### config.mk
export PLATFORM = sky130hd
export DESIGN_NAME = dbg_match_trigger
export DESIGN_NICKNAME = d
export VERILOG_FILES = /design/src/rtl/dbg_trig_pkg.sv /design/src/rtl/dbg_cmp.sv /design/src/rtl/dbg_tag_fifo.sv /design/src/rtl/dbg_match_trigger.sv
export SDC_FILE = /design/constraint.sdc
export NUM_CORES = 1
export LEC_CHECK = 0
export ABC_AREA = 1
export CAP_MARGIN = 20
export CORE_UTILIZATION = 41
export CTS_CLUSTER_DIAMETER = 30
export DETAILED_ROUTE_END_ITERATION = 8
export GPL_TIMING_DRIVEN = 1
export HOLD_SLACK_MARGIN = 0.08
export PLACE_DENSITY = 0.82
export SETUP_SLACK_MARGIN = 0.15
export SYNTH_ARGS = -nofsm -noshare
export SYNTH_HDL_FRONTEND = slang
export SYNTH_HIERARCHICAL = 1
export SYNTH_SLANG_ARGS = --single-unit
export TNS_END_PERCENT = 20
### constraint.sdc
create_clock -name clk -period 2 [get_ports clk]
set_clock_uncertainty 0.1 [all_clocks]
set_input_delay 0.3 -clock clk [delete_from_list [all_inputs] [get_ports clk]]
set_output_delay 0.3 -clock clk [all_outputs]
set_load 0.03 [all_outputs]
### src/rtl/dbg_trig_pkg.sv
package dbg_trig_pkg;

  typedef enum logic [1:0] {
    MODE_A_ONLY  = 2'd0,
    MODE_A_OR_B  = 2'd1,
    MODE_A_AND_B = 2'd2,
    MODE_A_NOT_B = 2'd3
  } trig_mode_e;

  typedef struct packed {
    logic hit_ab;
    logic hit_c;
  } tag_ent_t;

  // direction qualification of one comparator
  function automatic logic dir_ok(input logic chk, input logic want_rd, input logic is_rd);
    return !chk || (is_rd == want_rd);
  endfunction

  // A/B combination per mode
  function automatic logic combine(input trig_mode_e md, input logic ha, input logic hb);
    logic r;
    case (md)
      MODE_A_ONLY:  r = ha;
      MODE_A_OR_B:  r = ha || hb;
      MODE_A_AND_B: r = ha && hb;
      default:      r = ha && !hb;
    endcase
    return r;
  endfunction

endpackage

### src/rtl/dbg_cmp.sv
module dbg_cmp #(
  parameter int AW       = 16,
  parameter int DW       = 16,
  parameter bit HAS_DATA = 1'b0
) (
  input  logic [AW-1:0] bus_addr,
  input  logic          bus_read,
  input  logic [DW-1:0] bus_wdata,
  input  logic [DW-1:0] bus_rdata,
  input  logic [AW-1:0] cmp_addr,
  input  logic [DW-1:0] cmp_data,
  input  logic          data_chk,
  input  logic          dir_chk,
  input  logic          dir_rd,
  output logic          addr_hit,
  output logic          qual_hit
);
  import dbg_trig_pkg::*;

  logic data_ok;

  assign addr_hit = (bus_addr == cmp_addr);

  generate
    if (HAS_DATA) begin : g_data
      // data compare only when the direction is fixed; the bus follows the direction
      assign data_ok = !(dir_chk && data_chk) ||
                       ((dir_rd ? bus_rdata : bus_wdata) == cmp_data);
    end else begin : g_nodata
      logic unused_data;
      assign unused_data = ^{bus_wdata, bus_rdata, cmp_data, data_chk};
      assign data_ok = 1'b1;
    end
  endgenerate

  assign qual_hit = addr_hit && dir_ok(dir_chk, dir_rd, bus_read) && data_ok;

endmodule

### src/rtl/dbg_tag_fifo.sv
module dbg_tag_fifo #(
  parameter int DEPTH = 4
) (
  input  logic                    clk,
  input  logic                    rst_n,
  input  logic                    flush,
  input  logic                    push,
  input  dbg_trig_pkg::tag_ent_t  push_ent,
  input  logic                    pop,
  output dbg_trig_pkg::tag_ent_t  head,
  output logic                    empty
);
  import dbg_trig_pkg::*;

  localparam int PW = (DEPTH > 1) ? $clog2(DEPTH) : 1;
  localparam int CW = $clog2(DEPTH + 1);

  tag_ent_t        mem [DEPTH];
  logic [PW-1:0]   rd_q, wr_q;
  logic [CW-1:0]   cnt_q;
  logic            do_pop, do_push;

  function automatic logic [PW-1:0] nxt(input logic [PW-1:0] p);
    return (p == PW'(DEPTH - 1)) ? '0 : p + PW'(1);
  endfunction

  assign empty   = (cnt_q == '0);
  assign do_pop  = pop && !empty;
  assign do_push = push && ((cnt_q != CW'(DEPTH)) || do_pop);
  assign head    = mem[rd_q];

  always_ff @(posedge clk) begin
    if (!flush && do_push) mem[wr_q] <= push_ent;
  end

  always_ff @(posedge clk) begin
    if (!rst_n || flush) begin
      rd_q  <= '0;
      wr_q  <= '0;
      cnt_q <= '0;
    end else begin
      if (do_push) wr_q <= nxt(wr_q);
      if (do_pop)  rd_q <= nxt(rd_q);
      case ({do_push, do_pop})
        2'b10:   cnt_q <= cnt_q + CW'(1);
        2'b01:   cnt_q <= cnt_q - CW'(1);
        default: cnt_q <= cnt_q;
      endcase
    end
  end

endmodule

### src/rtl/dbg_match_trigger.sv
module dbg_match_trigger #(
  parameter int AW        = 16,
  parameter int DW        = 16,
  parameter int TAG_DEPTH = 4
) (
  input  logic          clk,
  input  logic          rst_n,
  input  logic          arm,
  input  logic [1:0]    mode,
  input  logic          tag_mode,
  input  logic [AW-1:0] a_addr,
  input  logic [DW-1:0] a_data,
  input  logic          a_data_chk,
  input  logic          a_dir_chk,
  input  logic          a_dir_rd,
  input  logic [AW-1:0] b_addr,
  input  logic          b_dir_chk,
  input  logic          b_dir_rd,
  input  logic [AW-1:0] c_addr,
  input  logic          c_enable,
  input  logic          c_on_exec,
  input  logic          bus_valid,
  input  logic [AW-1:0] bus_addr,
  input  logic          bus_read,
  input  logic [DW-1:0] bus_wdata,
  input  logic [DW-1:0] bus_rdata,
  input  logic          bus_fetch,
  input  logic          bus_exec,
  input  logic          flush,
  input  logic          brk_ack,
  output logic          trig_pulse,
  output logic          brk_req,
  output logic          status_armed,
  output logic          status_triggered
);
  import dbg_trig_pkg::*;

  trig_mode_e mode_e;
  logic       full_mode, b_chk_eff, b_rd_eff;
  logic       a_addr_hit, a_qual, b_addr_hit, b_qual, c_addr_hit, c_qual;
  logic       ev_force_ab, ev_ab_tag_fire, ev_c_tag_fire, ev_c_force, c_fire;
  logic       exec_take, fifo_empty, fetch_push;
  tag_ent_t   tag_new, tag_head;
  logic       armed_q, trig_q, brk_q;

  assign mode_e    = trig_mode_e'(mode);
  assign full_mode = (mode_e == MODE_A_AND_B) || (mode_e == MODE_A_NOT_B);
  // full modes: B borrows A's direction qualification
  assign b_chk_eff = full_mode ? a_dir_chk : b_dir_chk;
  assign b_rd_eff  = full_mode ? a_dir_rd  : b_dir_rd;

  dbg_cmp #(.AW(AW), .DW(DW), .HAS_DATA(1'b1)) u_cmp_a (
    .bus_addr(bus_addr), .bus_read(bus_read), .bus_wdata(bus_wdata), .bus_rdata(bus_rdata),
    .cmp_addr(a_addr), .cmp_data(a_data), .data_chk(a_data_chk),
    .dir_chk(a_dir_chk), .dir_rd(a_dir_rd), .addr_hit(a_addr_hit), .qual_hit(a_qual));

  dbg_cmp #(.AW(AW), .DW(DW), .HAS_DATA(1'b0)) u_cmp_b (
    .bus_addr(bus_addr), .bus_read(bus_read), .bus_wdata(bus_wdata), .bus_rdata(bus_rdata),
    .cmp_addr(b_addr), .cmp_data('0), .data_chk(1'b0),
    .dir_chk(b_chk_eff), .dir_rd(b_rd_eff), .addr_hit(b_addr_hit), .qual_hit(b_qual));

  dbg_cmp #(.AW(AW), .DW(DW), .HAS_DATA(1'b0)) u_cmp_c (
    .bus_addr(bus_addr), .bus_read(bus_read), .bus_wdata(bus_wdata), .bus_rdata(bus_rdata),
    .cmp_addr(c_addr), .cmp_data('0), .data_chk(1'b0),
    .dir_chk(1'b0), .dir_rd(1'b0), .addr_hit(c_addr_hit), .qual_hit(c_qual));

  // immediate A/B event
  assign ev_force_ab = bus_valid && !tag_mode && combine(mode_e, a_qual, b_qual);

  // fetch tagging: direction settings ignored
  assign fetch_push     = bus_valid && bus_fetch;
  assign tag_new.hit_ab = tag_mode && combine(mode_e, a_addr_hit, b_addr_hit);
  assign tag_new.hit_c  = c_enable && c_on_exec && c_addr_hit;

  dbg_tag_fifo #(.DEPTH(TAG_DEPTH)) u_tags (
    .clk(clk), .rst_n(rst_n), .flush(flush), .push(fetch_push), .push_ent(tag_new),
    .pop(bus_exec), .head(tag_head), .empty(fifo_empty));

  assign exec_take      = bus_exec && !fifo_empty && !flush;
  assign ev_c_tag_fire  = exec_take && tag_head.hit_c;
  assign ev_ab_tag_fire = exec_take && tag_head.hit_ab && !tag_head.hit_c;
  assign ev_c_force     = bus_valid && c_enable && !c_on_exec && c_qual;
  assign c_fire         = ev_c_tag_fire || ev_c_force;

  assign trig_pulse = armed_q && (ev_force_ab || ev_ab_tag_fire);

  always_ff @(posedge clk) begin
    if (!rst_n) begin
      armed_q <= 1'b0;
      trig_q  <= 1'b0;
    end else if (arm) begin
      armed_q <= 1'b1;
      trig_q  <= 1'b0;
    end else if (trig_pulse) begin
      armed_q <= 1'b0;
      trig_q  <= 1'b1;
    end
  end

  always_ff @(posedge clk) begin
    if (!rst_n)                      brk_q <= 1'b0;
    else if (trig_pulse || c_fire)   brk_q <= 1'b1;
    else if (brk_ack)                brk_q <= 1'b0;
  end

  assign brk_req          = brk_q;
  assign status_armed     = armed_q;
  assign status_triggered = trig_q;

endmodule

== Yosys cells after proc, flatten, opt, wreduce, memory -nomap -nowiden ==
Memory sizes are Yosys's and may differ from the RTL's. A register that Yosys moved wholly into a read port is not among the register bits.
Cells that the tools add are included.

* Bitwise logic cells: 1
* Mux-type cells: 16
* $add $sub $neg: 4
* Multiply operators: 0
* Reduce and logical (&&, ||, !) cells: 53
* $lt $le $gt $ge: 0
* Div/mod/pow operators: 0
* Eq/ne operators: 14
* Shifts and indexed selects: 0

{| class="wikitable"
|+ Operator list
! operator !! count
|-
| == test 16 bit || 4
|-
| logical AND 1 bit || 25
|-
| two-way mux 16 bit || 1
|-
| logical NOT 1 bit || 11
|-
| logical OR 1 bit || 11
|-
| == test 2 bit, second input constant || 5
|-
| two-way mux 1 bit || 8
|-
| two-way mux 2 bit || 4
|-
| case mux 1 bit (3 select lines) || 2
|-
| case mux 3 bit (2 select lines) || 1
|-
| nonzero test 2 bit || 3
|-
| adder 2 x 1 -> 2 bit, second input constant || 2
|-
| == test 2 x 1 -> 1 bit, second input constant || 2
|-
| adder 3 x 1 -> 3 bit, second input constant || 1
|-
| logical NOT 3 bit || 1
|-
| != test 3 bit, second input constant || 1
|-
| subtractor 3 x 1 -> 3 bit, second input constant || 1
|-
| == test 1 bit || 2
|-
| logical NOT 2 bit || 1
|-
| OR reduction 2 bit || 1
|-
| NOT 1 bit || 1
|}

* Output and inout port bits: 4
* Register bits after elaboration: 10
* Bits in latches: 0
* Input port bits: 131
* Memories: 1
* Bits in read-only memories: 0
* Bits in writable memories: 8

{| class="wikitable"
|+ Memory list
! memory !! depth !! width !! read ports !! clocked after memory_dff !! wr ports !! line !! source
|-
| u_tags.mem || 4 || 2 || 1 || 1 || 1 || dbg_tag_fifo.sv:18 || <nowiki>tag_ent_t mem [DEPTH];</nowiki>
|}

== Longest topological paths before layout ==
* Word-level depth: 14
* Mapped depth: 17
* Depth with buffers taken out: 17

== Modules after synthesis ==
Netlist, hierarchy kept.

{| class="wikitable"
|+ Modules (own cells, without submodules)
! module !! cells an instance !! instances !! area each (um^2)
|-
| dbg_tag_fifo || 94 || 1 || 823.3
|-
| dbg_cmp at u_cmp_a || 179 || 1 || 813.3
|-
| dbg_cmp at u_cmp_b ... || 94 || 2 || 357.8
|-
| dbg_match_trigger || 46 || 1 || 284.0
|}

== Worst setup path before layout ==
Ideal clock, no wire load.

* Path kind: input to output
* Start: input port a_dir_rd
* End: output port trig_pulse
* Data required time: 1.600 ns
* Stages on the path: 16
* Path buffers: 1
* Arrival time: 1.651 ns
* Setup slack: -0.051 ns
* Cell sequence: inv_2 > buf_6 > nand2_1 > nand3b_1 > nand2_1 > nor2_1 > nand2_1 > nor2_1 > nand2_1 > a21oi_1 > inv_1 > a21oi_2 > nand2_1 > nand2_1 > nand2_2 > inv_1

{| class="wikitable"
|+ RTL lines
! element !! line !! source
|-
| start: declaration || dbg_match_trigger.sv:15 || <nowiki>input logic a_dir_rd,</nowiki>
|-
| two-way mux 16 bit / == test 1 bit (equally long branches) || dbg_cmp.sv:28, dbg_trig_pkg.sv:17 ||
|-
| == test 16 bit / logical OR 1 bit (equally long branches) || dbg_cmp.sv:28, dbg_trig_pkg.sv:17 ||
|-
| logical OR 1 bit / logical AND 1 bit (equally long branches) || dbg_cmp.sv:27, dbg_cmp.sv:36 ||
|-
| logical AND 1 bit (*) || dbg_cmp.sv:36 || <nowiki>assign qual_hit = addr_hit && dir_ok(dir_chk, dir_rd, bus_read) && data_ok;</nowiki>
|-
| via a_qual || dbg_match_trigger.sv:40 || <nowiki>logic a_addr_hit, a_qual, b_addr_hit, b_qual, c_addr_hit, c_qual;</nowiki>
|-
| logical AND 1 bit (tied with other cells) || dbg_trig_pkg.sv:27 || <nowiki>default: r = ha && !hb;</nowiki>
|-
| case mux 1 bit (3 select lines) (*) || dbg_trig_pkg.sv:23 || <nowiki>case (md)</nowiki>
|-
| logical AND 1 bit (*) || dbg_match_trigger.sv:68 || <nowiki>assign ev_force_ab = bus_valid && !tag_mode && combine(mode_e, a_qual, b_qual);</nowiki>
|-
| logical OR 1 bit (*) || dbg_match_trigger.sv:85 || <nowiki>assign trig_pulse = armed_q && (ev_force_ab || ev_ab_tag_fire);</nowiki>
|-
| logical AND 1 bit (*) || dbg_match_trigger.sv:85 ||
|-
| end: declaration || dbg_match_trigger.sv:31 || <nowiki>output logic trig_pulse,</nowiki>
|}

Mark *: on every way through the listed nets, which the timed path passes. The rest lies on a longest branch.

== Final worst setup path ==
Same ends and word-level chain as after synthesis.

==> flow_summary.json <==
{
  "r2r_slack_ns": 0.16,
  "critPathLaunchType": "primary input",
  "synth-seq-cells": 20,
  "final_cell_mix": "nand2_1, inv_1, dlygate4sd2_1, nor2_1, buf_4",
  "p_comb_frac": 0.438,
  "final_area_sq_um": 4580,
  "grt_overflow": 0,
  "max_freq_ghz": 0.432,
  "status": "complete, but fails checks",
  "cts.sinks": 20,
  "vdd_ir_drop_max_mv": 0.589,
  "synth_ff_type": "dfxtp_1",
  "timing.rr.end": "u_tags/cnt_q[2]$_SDFFE_PP0P_",
  "avgRoutedWirePerCell_um": 11.0,
  "drive_gt1_frac": 0.180,
  "via_count": 3578,
  "grt_pass1_vias": 3479,
  "drv_slew": 0,
  "crit_path_end": "trig_pulse",
  "drtIter0Drc": 118,
  "ys_seq_area_frac": 0.182,
  "cellPowerDensity_nw_per_um2": 326,
  "hpwl_um": 6710,
  "syn_avg_cell_area_sq_um": 5.20,
  "rows": 28,
  "wirelength_um": 8490,
  "grt_setup_unrepaired": "yes",
  "hold_viol_final": 0,
  "netlist_area_sq_um": 2640,
  "end_kind": "output port",
  "async_flop_share": 0,
  "cp-startpoint": "a_dir_rd",
  "leakage_nw": 2.67,
  "reg2reg_from": "u_tags/cnt_q[2]$_SDFFE_PP0P_",
  "h-tree-depth": 1,
  "start_util": 0.435,
  "nets": 835,
  "nFillCells": 538,
  "worstPathRequired_ns": 1.60,
  "die_w_um": 82.2,
  "ios": 135,
  "p_seq_frac": 0.294,
  "antenna_cells": 0,
  "r2r_cells": 13,
  "clock_path_buffers": 2,
  "grt_usage": 0.254,
  "core_area_sq_um": 6060,
  "yosysUniqueCellTypes": 29,
  "synth_warnings": 6,
  "place_congestion": 0.837,
  "routed_via_density": 4.64,
  "drt_pass1_iterations": 5,
  "drc": 0,
  "critical_path.max_fanout": 9,
  "ctsHoldBuffers": 0,
  "path_clk_slew_ns": 0.07,
  "critPathArrivalTime_ns": 1.92,
  "grt_first_pass_wirelength_um": 13600,
  "synth-edff-count": 8,
  "place_area_sq_um": 4330,
  "grt_max_degree": 15,
  "switchingPower_mw": 0.445,
  "setup_viol": 8,
  "fin_crit_ns": 2.32,
  "power_frac_clock": 0.268,
  "critPathKind": "primary input to output port",
  "tns_ns": -1.29,
  "drv_cap": 0,
  "setup_slack_ns": -0.317,
  "cts_tree": "built",
  "design.die.area_sq_um": 6750,
  "io_buffers": 134,
  "mostFrequentLayoutCell": "nand2_1",
  "syn_to_final_growth_pct": 73.7,
  "clock_latency_ns": 0.26,
  "numCtsBuffers": 3,
  "p_sw_frac": 0.298,
  "synth_cells": 507,
  "die_h_um": 82.2,
  "min_path_type": "flip-flop to flip-flop",
  "antenna_left": 0,
  "cts-root-buf": "clkbuf_8",
  "internal_power_mw": 1.05,
  "grt_antenna_before_repair": 0,
  "finalCritPeriodShare": 1.16,
  "violations": "negative setup slack"
}
==> cell type report <==
type                    count  area (sq um)  area share
clock buffers               3          41.3     0.00902
repair inverters            1          11.3     0.00246
clock inverters             1          30.0     0.00656
flip-flops and latches     20           480       0.105
repair buffers            185          1650       0.360
multi-input cells         367          1810       0.395
inverters                 119           465       0.102
well taps                  75          93.8      0.0205
==> power by group through the flow <==
stage / Clock, mW / Sequential (mW) / Combinational [mW]
after global routing: 0.426 / 0.440 / 0.727
after floorplan: 0 / 0.450 / 0.280
after global placement: 0 / 0.447 / 0.645
after CTS: 0.407 / 0.439 / 0.637
final: 0.400 / 0.440 / 0.654
after detailed placement: 0 / 0.448 / 0.665
==> cell families (layout without fill, tap and decap cells) <==
kind of cell,Yosys count,count (layout),share of synthesized area
buf+inv,122,309,0.178
simple gates,315,315,0.488
flops,20,20,0.182
compound gates,25,25,0.0560
xor+xnor,15,15,0.0498
other cells,1,3,0.00142
mux,2,2,0.00854
fa+ha+maj,7,7,0.0361
==> metal layers <==
metal	vias up	track usage	routed length (um)
met1	1552	0.247	3210
li1	1869	-	-
met2	135	0.523	4440
met5	-	0	0
met4	0	0.0877	221
met3	22	0.0462	610
==> per-stage QoR <==
step                cells  power [mW]  utilization  setup slack (ns)  hold WS (ns)
floorplan             509       0.730            -            0.0865         0.336
global placement      744        1.09        0.714            -0.780         0.350
detailed placement    744        1.11        0.714            -0.838         0.355
CTS                   771        1.48        0.749            -0.299         0.369
global route          771        1.59        0.755            -0.446         0.385
finish                771        1.49        0.755            -0.317         0.364
==> sequential cells by signal (all words and copies together), names as in the netlist, named ones only <==
name and cells:
brk_req 1, status_armed 1, status_triggered 1, u_tags/cnt_q 3, u_tags/mem 8, u_tags/rd_q 2, u_tags/wr_q 2
==> worst max-delay path, stage by stage <==
cell and delay, ns:
buf_12 0.09, buf_12 0.14, inv_16 0.05, nand2_1 0.08, nand2_1 0.05, nand2_1 0.06
nand2_1 0.06, nor2_1 0.11, nand2_1 0.06, nor2_1 0.13, nand2_1 0.09, a21oi_2 0.13
inv_1 0.05, a21oi_2 0.12, nand2_2 0.08, nand2_2 0.08, nand2_4 0.06, inv_4 0.05
buf_6 0.11
==> worst min path at each step <==
| stage | endpoint | startpoint | slack (ns) | depth (start not counted) |
|---|---|---|---|---|
| 2_1_floorplan | status_triggered$_SDFFE_PP0P_ | rst_n | 0.34 | 2 |
| 3_3_place_gp | status_triggered$_SDFFE_PP0P_ | status_triggered$_SDFFE_PP0P_ | 0.35 | 2 |
| 3_5_place_dp | status_triggered$_SDFFE_PP0P_ | status_triggered$_SDFFE_PP0P_ | 0.35 | 2 |
| 4_1_cts | status_triggered$_SDFFE_PP0P_ | status_triggered$_SDFFE_PP0P_ | 0.37 | 2 |
| 5_1_grt | status_triggered$_SDFFE_PP0P_ | status_triggered$_SDFFE_PP0P_ | 0.38 | 2 |
| 6_report | status_triggered$_SDFFE_PP0P_ | status_triggered$_SDFFE_PP0P_ | 0.36 | 2 |
==> repair_timing <==
item | 4_1_cts | 5_1_grt
setup buffers | 21 | 0
endpoints found under the setup margin | 13 | 9
gates resized for setup | 144 | 31
pin swaps | 78 | 21
hold endpoints to repair | 0 | 0
gates cloned | 2 | 0
==> synth_stat cells (all sizes together), types with 2 or more instances <==
master	n	area (sq um)
o22ai	2	12.5
nand3b	7	52.6
inv	119	447
nand2	200	758
buf	3	21.3
o21ai	9	45.0
a21oi	12	71.3
nor2	77	302
ha	6	75.1
nand4	6	43.8
xnor2	15	131
edfxtp	8	240
mux2	2	22.5
dfxtp	12	240
or2	3	18.8
nand3	20	100
No activity file was read; power rests on OpenSTA's default activity.
